### config.mk
export PLATFORM = sky130hd
export DESIGN_NAME = edge_capture_unit
export DESIGN_NICKNAME = d
export VERILOG_FILES = /design/src/rtl/ecap_pkg.sv /design/src/rtl/ecap_timebase.sv /design/src/rtl/ecap_pin_sync.sv /design/src/rtl/ecap_channel.sv /design/src/rtl/ecap_regif.sv /design/src/rtl/edge_capture_unit.sv
export SDC_FILE = /design/constraint.sdc
export NUM_CORES = 1
export LEC_CHECK = 0
export ABC_CLOCK_PERIOD_IN_PS = 2600
export BUFFER_PORTS_ARGS = -buffer_cell sky130_fd_sc_hd__buf_2
export CAP_MARGIN = 10
export CORE_MARGIN = 5
export CORE_UTILIZATION = 53
export DETAILED_ROUTE_END_ITERATION = 12
export HOLD_SLACK_MARGIN = 0.02
export PLACE_DENSITY = 0.83
export SLEW_MARGIN = 30
export SYNTH_ARGS = -nofsm -noshare
export SYNTH_HDL_FRONTEND = slang
export SYNTH_SLANG_ARGS = --single-unit
### constraint.sdc
create_clock -name clk_i -period 2.6 [get_ports clk_i]
set_clock_uncertainty 0.2 [all_clocks]
set_input_delay 0.13 -clock clk_i [delete_from_list [all_inputs] [get_ports clk_i]]
set_output_delay 0.13 -clock clk_i [all_outputs]
set_load 0.01 [all_outputs]
### src/rtl/ecap_pkg.sv
package ecap_pkg;

  localparam int unsigned REG_CTRL  = 0;
  localparam int unsigned REG_STAT  = 1;
  localparam int unsigned REG_CAP0  = 2;

  localparam int unsigned STAT_FLAG_BIT  = 0;
  localparam int unsigned STAT_LEVEL_BIT = 1;

  typedef struct packed {
    logic irq_en;
    logic fall_en;
    logic rise_en;
  } ctrl_t;

  localparam int unsigned CTRL_W = $bits(ctrl_t);

endpackage

### src/rtl/ecap_timebase.sv
module ecap_timebase #(
  parameter int unsigned CNT_W = 16
) (
  input  logic             clk_i,
  input  logic             rst_ni,
  input  logic             run_i,
  output logic [CNT_W-1:0] count_o
);

  logic [CNT_W-1:0] cnt_q;

  always_ff @(posedge clk_i or negedge rst_ni) begin
    if (!rst_ni)    cnt_q <= '0;
    else if (run_i) cnt_q <= cnt_q + 1'b1;
  end

  assign count_o = cnt_q;

  a_r9_wrap: assert property (@(posedge clk_i) disable iff (!rst_ni)
    (run_i && (&cnt_q)) |=> (cnt_q == '0));

  a_r9_hold: assert property (@(posedge clk_i) disable iff (!rst_ni)
    !run_i |=> $stable(cnt_q));

endmodule

### src/rtl/ecap_pin_sync.sv
module ecap_pin_sync #(
  parameter int unsigned STAGES = 2
) (
  input  logic clk_i,
  input  logic rst_ni,
  input  logic pin_i,
  output logic level_o,
  output logic rise_o,
  output logic fall_o
);

  logic [STAGES-1:0] sync_q;
  logic              prev_q;

  for (genvar g = 0; g < STAGES; g++) begin : g_stage
    if (g == 0) begin : g_first
      always_ff @(posedge clk_i or negedge rst_ni) begin
        if (!rst_ni) sync_q[g] <= 1'b0;
        else         sync_q[g] <= pin_i;
      end
    end else begin : g_next
      always_ff @(posedge clk_i or negedge rst_ni) begin
        if (!rst_ni) sync_q[g] <= 1'b0;
        else         sync_q[g] <= sync_q[g-1];
      end
    end
  end

  // previous synchronized sample for edge compare
  always_ff @(posedge clk_i or negedge rst_ni) begin
    if (!rst_ni) prev_q <= 1'b0;
    else         prev_q <= sync_q[STAGES-1];
  end

  assign level_o = sync_q[STAGES-1];
  assign rise_o  =  level_o & ~prev_q;
  assign fall_o  = ~level_o &  prev_q;

  a_r6_rise_after_low: assert property (@(posedge clk_i) disable iff (!rst_ni)
    rise_o |=> !rise_o);

  a_r6_fall_after_high: assert property (@(posedge clk_i) disable iff (!rst_ni)
    fall_o |=> !fall_o);

endmodule

### src/rtl/ecap_channel.sv
module ecap_channel
  import ecap_pkg::*;
#(
  parameter int unsigned CNT_W = 16
) (
  input  logic             clk_i,
  input  logic             rst_ni,
  input  logic             rise_i,
  input  logic             fall_i,
  input  ctrl_t            ctrl_i,
  input  logic             clr_i,
  input  logic [CNT_W-1:0] count_i,
  output logic [CNT_W-1:0] cap_o,
  output logic             flag_o,
  output logic             fire_o
);

  logic [CNT_W-1:0] cap_q;
  logic             flag_q;
  logic             fire;

  assign fire = (rise_i & ctrl_i.rise_en) | (fall_i & ctrl_i.fall_en);

  // whole word loads in one cycle: halves stay coherent
  always_ff @(posedge clk_i or negedge rst_ni) begin
    if (!rst_ni)   cap_q <= '0;
    else if (fire) cap_q <= count_i;
  end

  // set beats clear
  always_ff @(posedge clk_i or negedge rst_ni) begin
    if (!rst_ni)    flag_q <= 1'b0;
    else if (fire)  flag_q <= 1'b1;
    else if (clr_i) flag_q <= 1'b0;
  end

  assign cap_o  = cap_q;
  assign flag_o = flag_q;
  assign fire_o = fire;

  a_r1_cap_value: assert property (@(posedge clk_i) disable iff (!rst_ni)
    fire |=> (cap_q == $past(count_i)));

  a_r3_flag_set: assert property (@(posedge clk_i) disable iff (!rst_ni)
    fire |=> flag_q);

  a_r5_flag_sticky: assert property (@(posedge clk_i) disable iff (!rst_ni)
    (flag_q && !clr_i) |=> flag_q);

  a_r7_no_select: assert property (@(posedge clk_i) disable iff (!rst_ni)
    (!ctrl_i.rise_en && !ctrl_i.fall_en) |=> ($stable(cap_q) && (flag_q || !$past(flag_q) || $past(clr_i))));

endmodule

### src/rtl/ecap_regif.sv
module ecap_regif
  import ecap_pkg::*;
#(
  parameter int unsigned CNT_W  = 16,
  parameter int unsigned DATA_W = 8,
  parameter int unsigned ADDR_W = 2
) (
  input  logic              clk_i,
  input  logic              rst_ni,
  input  logic              wr_en_i,
  input  logic [ADDR_W-1:0] wr_addr_i,
  input  logic [DATA_W-1:0] wr_data_i,
  input  logic [ADDR_W-1:0] rd_addr_i,
  output logic [DATA_W-1:0] rd_data_o,
  input  logic [CNT_W-1:0]  cap_i,
  input  logic              flag_i,
  input  logic              level_i,
  output ctrl_t             ctrl_o,
  output logic              clr_o,
  output logic              irq_o
);

  localparam int unsigned NBYTES = CNT_W / DATA_W;

  ctrl_t             ctrl_q;
  logic [DATA_W-1:0] cap_bytes [NBYTES];

  always_ff @(posedge clk_i or negedge rst_ni) begin
    if (!rst_ni) ctrl_q <= '0;
    else if (wr_en_i && (wr_addr_i == ADDR_W'(REG_CTRL)))
      ctrl_q <= wr_data_i[CTRL_W-1:0];
  end

  assign clr_o = wr_en_i && (wr_addr_i == ADDR_W'(REG_STAT)) && !wr_data_i[STAT_FLAG_BIT];

  for (genvar g = 0; g < NBYTES; g++) begin : g_byte
    assign cap_bytes[g] = cap_i[g*DATA_W +: DATA_W];
  end

  always_comb begin
    rd_data_o = '0;
    if (rd_addr_i == ADDR_W'(REG_CTRL)) begin
      rd_data_o[CTRL_W-1:0] = ctrl_q;
    end else if (rd_addr_i == ADDR_W'(REG_STAT)) begin
      rd_data_o[STAT_FLAG_BIT]  = flag_i;
      rd_data_o[STAT_LEVEL_BIT] = level_i;
    end else begin
      for (int i = 0; i < NBYTES; i++)
        if (rd_addr_i == ADDR_W'(REG_CAP0 + i)) rd_data_o = cap_bytes[i];
    end
  end

  assign ctrl_o = ctrl_q;
  assign irq_o  = flag_i & ctrl_q.irq_en;

endmodule

### src/rtl/edge_capture_unit.sv
module edge_capture_unit
  import ecap_pkg::*;
#(
  parameter int unsigned CNT_W       = 16,
  parameter int unsigned DATA_W      = 8,
  parameter int unsigned ADDR_W      = 2,
  parameter int unsigned SYNC_STAGES = 2
) (
  input  logic              clk_i,
  input  logic              rst_ni,
  input  logic              run_i,
  input  logic              cap_pin_i,
  input  logic              wr_en_i,
  input  logic [ADDR_W-1:0] wr_addr_i,
  input  logic [DATA_W-1:0] wr_data_i,
  input  logic [ADDR_W-1:0] rd_addr_i,
  output logic [DATA_W-1:0] rd_data_o,
  output logic              irq_o
);

  logic [CNT_W-1:0] count;
  logic [CNT_W-1:0] cap;
  logic             level, rise, fall, flag, clr, fire;
  ctrl_t            ctrl;

  ecap_timebase #(.CNT_W(CNT_W)) u_timebase (
    .clk_i  (clk_i),
    .rst_ni (rst_ni),
    .run_i  (run_i),
    .count_o(count)
  );

  ecap_pin_sync #(.STAGES(SYNC_STAGES)) u_sync (
    .clk_i  (clk_i),
    .rst_ni (rst_ni),
    .pin_i  (cap_pin_i),
    .level_o(level),
    .rise_o (rise),
    .fall_o (fall)
  );

  ecap_channel #(.CNT_W(CNT_W)) u_channel (
    .clk_i  (clk_i),
    .rst_ni (rst_ni),
    .rise_i (rise),
    .fall_i (fall),
    .ctrl_i (ctrl),
    .clr_i  (clr),
    .count_i(count),
    .cap_o  (cap),
    .flag_o (flag),
    .fire_o (fire)
  );

  ecap_regif #(.CNT_W(CNT_W), .DATA_W(DATA_W), .ADDR_W(ADDR_W)) u_regif (
    .clk_i    (clk_i),
    .rst_ni   (rst_ni),
    .wr_en_i  (wr_en_i),
    .wr_addr_i(wr_addr_i),
    .wr_data_i(wr_data_i),
    .rd_addr_i(rd_addr_i),
    .rd_data_o(rd_data_o),
    .cap_i    (cap),
    .flag_i   (flag),
    .level_i  (level),
    .ctrl_o   (ctrl),
    .clr_o    (clr),
    .irq_o    (irq_o)
  );

  a_r8_set_wins: assert property (@(posedge clk_i) disable iff (!rst_ni)
    (fire && clr) |=> flag);

  a_r4_irq_needs_flag: assert property (@(posedge clk_i) disable iff (!rst_ni)
    $rose(irq_o) |-> (flag && ctrl.irq_en));

endmodule

### Word level (Yosys, flattened, before mapping)

Index checks and enable logic that the tools add are counted.

| operators by class | value |
|---|---|
| muxes and demuxes | 8 |
| add/subtract/negate cells | 1 |
| equal/unequal tests | 4 |
| bitwise operators | 8 |
| reductions and logical operators | 7 |

Operators by type and width:

| operator | number |
|---|---|
| $add 16x1->16 const B | 1 |
| $mux 8 | 2 |
| $mux 6 | 1 |
| $and 1x1->1 | 5 |
| $mux 5 | 1 |
| $eq 2x1->1 const B | 2 |
| $eq 2x2->1 const B | 2 |
| $logic_not 2->1 | 2 |
| $logic_and 1x1->1 | 3 |
| $mux 3 | 1 |
| $mux 1 | 2 |
| $mux 2 | 1 |
| $not 1->1 | 2 |
| $reduce_bool 2->1 | 1 |
| $logic_not 1->1 | 1 |
| $or 1x1->1 | 1 |

| storage, ports and cells | value |
|---|---|
| input bits | 17 |
| logic and storage cells | 37 |
| register bits after elaboration | 39 |

### Depth between registers and ports, before layout

| logic depth | value |
|---|---|
| depth after elaboration | 5 |
| gate-level depth with buffers | 4 |
| depth with buffers taken out | 4 |

### Cells and area by module

A second synthesis with hierarchy kept.

| second synthesis, totals | value |
|---|---|
| cell total of the unflattened synthesis | 125 |
| area, all modules | 1781.7 um2 |

By module, submodules not included:

| module | sequential area each (um2) | area an instance (um2) | times used | cells an instance |
|---|---|---|---|---|
| ecap_timebase | 400.4 | 695.7 | 1 | 56 |
| ecap_channel | 425.4 | 689.4 | 1 | 38 |
| ecap_regif | 75.1 | 306.5 | 1 | 26 |
| ecap_pin_sync | 75.1 | 90.1 | 1 | 5 |

### Worst setup path before layout

OpenSTA, ideal clock, no wires.

| path | value |
|---|---|
| path type | register to register |
| from | register u_sync.sync_q[1] (netlist: u_sync.level_o) |
| to | register u_channel.cap_q[10] (netlist: u_channel.cap_o[10]) |
| data required time | 2275 ps |
| stages on the path, launching flop included | 4 |
| setup slack | 1030 ps |
| period minus slack after synthesis | 1570 ps |
| library setup time | 125 ps |
| data arrival time | 1246 ps |
| cell sequence | dfrtp_1 o22ai_2 buf_6 mux2_2 |

| between the ends | value |
|---|---|
| word-level cells in the longest chain between the ends | 4 |

Ends and longest elaborated chain:

| element | line | RTL |
|---|---|---|
| from (decl) | ecap_pin_sync.sv:12 | `logic [STAGES-1:0] sync_q;` |
| from (signal, indexed assignment) | ecap_pin_sync.sv:24 | `else sync_q[g] <= sync_q[g-1];` |
| $not 1->1 | ecap_pin_sync.sv:37 | `assign fall_o = ~level_o & prev_q;` |
| $and 1x1->1 | ecap_pin_sync.sv:37 |  |
| $and 1x1->1 | ecap_channel.sv:22 | `assign fire = (rise_i & ctrl_i.rise_en) \| (fall_i & ctrl_i.fall_en);` |
| $or 1x1->1 * | ecap_channel.sv:22 |  |
| to (signal assigned) | ecap_channel.sv:27 | `else if (fire) cap_q <= count_i;` |
| to (decl) | ecap_channel.sv:18 | `logic [CNT_W-1:0] cap_q;` |

Every way passes the cells marked *; elsewhere a longest branch is shown, timed or not.
A chain may end at the register's enable or synchronous reset.

### Worst setup path after layout

| path | value |
|---|---|
| from | input wr_en_i |
| to | register u_regif.ctrl_q, in the netlist u_regif.ctrl_o[1] |

| between the ends | value |
|---|---|
| word-level cells in the longest chain between the ends | 1 |

Ends and longest elaborated chain:

| element | line | RTL |
|---|---|---|
| from (decl) | edge_capture_unit.sv:13 | `input logic wr_en_i,` |
| $logic_and 1x1->1 | ecap_regif.sv:30 | `else if (wr_en_i && (wr_addr_i == ADDR_W'(REG_CTRL)))` |
| to (signal assigned) | ecap_regif.sv:31 | `ctrl_q <= wr_data_i[CTRL_W-1:0];` |
| to (decl) | ecap_regif.sv:25 | `ctrl_t ctrl_q;` |

No other way between the ends.

==> results.toml <==
[detailed_routing]
post_drt_via_cell_ratio = 5.29
ant_nets = 0
drc = 0
finalWirelength_um = 3150
wl_per_cell_um = 15.4
drt_first_pass_iters = 4
drtIter0Drc = 66
num_vias = 1084

[setup_path]
cp_slowest_cell = "dlygate4sd3_1"
crit_buf_inv = 3
r2r_end = "u_channel.cap_o[15]"
cp-start-kind = "primary input"
crit_required_ns = 2.63
slowest_delay_ns = 0.56
r2r_start = "u_sync.level_o"
cp_common_cell = "dlygate4sd3_1"
crit_type = "in -> reg"
path_cells = "dlygate4sd3_1, buf_2, nor3b_1, mux2_2, dlygate4sd3_1"
crit_family = "buffers and inverters"
end_kind = "register"
regToRegSetupSlack_ns = 0.93
cp_max_fo = 3
ff2ff_path_depth = 4
arrival_ns = 2.21

[placed_design]
place.gp.congestion = 0.800
hpwl_um = 2110
dpl_cell_area_um2 = 1870
port_buffers = 20

[global_routing]
grt_max_degree = 40
grt_pass1_wl_um = 5270
track_usage_pct = 16.4
grt_overflow = 0
antenna_found_initial = 0
first_global_vias = 1117

[die]
start_util_pct = 55.9
die_area_um2 = 4520
die_h_um = 67.2
coreArea_um2 = 3100
rows = 20
boundaryPins = 26
die_w_um = 67.2

[synthesis]
seq_area_frac_synth_pct = 56.2
synth_top_area_cell = "dfrtp_1"
yosysTopAreaCellShare_pct = 56.2
synth_cells = 126
netlist_top_cells_area = "dfrtp_1 56%, mux2_2 14%, xor2_1 5.6%, mux2i_1 2.9%, mux4_2 2.6%"
avgSynthCellArea_um2 = 13.8
syn-num-nets = 144
ys_warn_count = 0
syn_area_um2 = 1740
ys_seq_elements = 39
ys_types = 25

[timing]
slew_violations = 0
max_freq_ghz = 0.460
tightestPinTransition_ns = 0.572
final_hold_viol_count = 0
rsz0062_at_grt = "no"
fin_crit_sh_pct = 83.5
setup_violations = 0
min_period_ns = 2.17
slew_headroom_pct = 61.8
final.setup.tns_ns = 0

[outcome]
status = "completed"

[cts]
cts_max_level = 2
root_buffer = "clkbuf_4"
clock-sinks = 39
cts_buffer_depth = 2
cts_tree = "built"
clock_latency_ns = 0.34
post_cts_resized = 0
clkTransAtPathRegs_ns = 0.11
cts_made_buffers = 5

[pwr]
p_leak_nw = 0.987
ir_drop_mv = 0.374
total_power_mw = 1.48
power_density_nw_per_um2 = 725

[cells_and_area]
drive_gt1_share_pct = 34.8
n_antenna_cell = 0
area_growth_pct = 17.7
final_area_um2 = 2040
finalNetCount = 179

[job]
cap_violations = 0

[worst_hold_path]
hp-class = "in -> async"
[state kept, by name, summed over array words and instances (netlist names)]
name and cells:
u_channel.flag_o 1, u_regif.ctrl_o 3, u_channel.cap_o 16, u_sync.sync_q 1
u_timebase.count_o 16, u_sync.level_o 1, u_sync.prev_q 1
[metal layers]
| metal | global-route usage [%] | routed length [um] |
|---|---|---|
| met2 | 26.9 | 1590 |
| met1 | 20.1 | 1370 |
| met4 | 9.11 | 61 |
| met5 | 0 | 0 |
| met3 | 3.66 | 124 |
[worst register-to-register path, cell delays in order (launching register included)]
cell and delay [ns]:
dfrtp_1 0.43, nand2_1 0.11, o22ai_2 0.16, buf_4 0.28, mux2_2 0.38
[how the worst max path moves through the flow]
| stage | cells after the start | slack [ns] | endpoint | start |
|---|---|---|---|---|
| floorplan | 3 | 1.03 | u_channel.cap_o[10] | u_sync.level_o |
| global placement | 4 | 1.01 | u_timebase.count_o[12] | u_timebase.count_o[0] |
| detailed placement | 4 | 0.97 | u_timebase.count_o[12] | u_timebase.count_o[0] |
| CTS | 5 | 0.50 | u_regif.ctrl_o[2] | wr_en_i |
| global route | 5 | 0.37 | u_regif.ctrl_o[1] | wr_en_i |
| finish | 5 | 0.43 | u_regif.ctrl_o[1] | wr_en_i |
[report_power, final]
| part | leakage (nW) | switching, mW | internal [mW] | total [mW] |
|---|---|---|---|---|
| Combinational | 0.449 | 0.126 | 0.189 | 0.316 |
| Sequential | 0.504 | 0.135 | 0.723 | 0.858 |
| Clock | 0.0341 | 0.183 | 0.125 | 0.308 |
| Total | 0.987 | 0.444 | 1.04 | 1.48 |
[logic make-up after synthesis]
logic type               after synthesis  synth area share, %
flip-flops                            39                 56.2
AND/OR/NAND/NOR                       36                 13.3
AO/OA/AOI/OAI                          3                 1.66
adder cells (fa/ha/maj)                1                0.721
XOR/XNOR                              15                 7.57
buffers and inverters                  4                 1.37
multiplexers                          28                 19.1
[synth_stat cells]
cell type	instances
a21o_1	1
nor3_1	2
nand4bb_1	1
nor3b_1	1
nand4_4	2
mux4_2	2
buf_1	2
mux2i_1	5
nor2b_1	5
xor2_1	11
nand4_2	1
and2_1	1
nor4_1	5
mux2_2	21
and3_2	1
a22o_1	1
o22ai_2	1
nand2_1	10
dfrtp_1	39
buf_6	1
xnor2_1	4
nor2_1	4
nand4_1	3
ha_1	1
buf_2	1
[metrics by stage]
stage               setup slack, ns  utilization, %  std cells  hold WS (ns)
finish                        0.428            65.8        205        0.0783
global route                  0.367            65.8        205         0.129
CTS                           0.502            65.8        205         0.163
detailed placement            0.968            60.4        187        0.0425
global placement               1.01            60.4        187        0.0375
floorplan                      1.03               -        126        -0.366
[repair_timing]
action | 4_1_cts | 5_1_grt
hold buffers | 11 | 0
setup buffers | 0 | 0
endpoints found under the hold margin | 48 | 0
setup endpoints to repair | 0 | 0
[area by class of cell]
cell class	count	area [um2]
Tap cell	44	55.1
Clock inverter	1	5.00
Timing Repair Buffer	32	220
Multi-Input combinational cell	83	736
Clock buffer	6	51.3
Fill cell	241	1060
Sequential cell	39	976
[cells in the final DEF (no fill, tap or decap), drive strengths merged, types with 6 or more instances in the layout]
cell type / instances
dfrtp: 39
mux2: 21
buf: 21
xor2: 11
dlygate4sd3: 11
nand2: 10
clkbuf: 6
nand4: 6
Note: power is estimated with default switching activity, not from simulation.
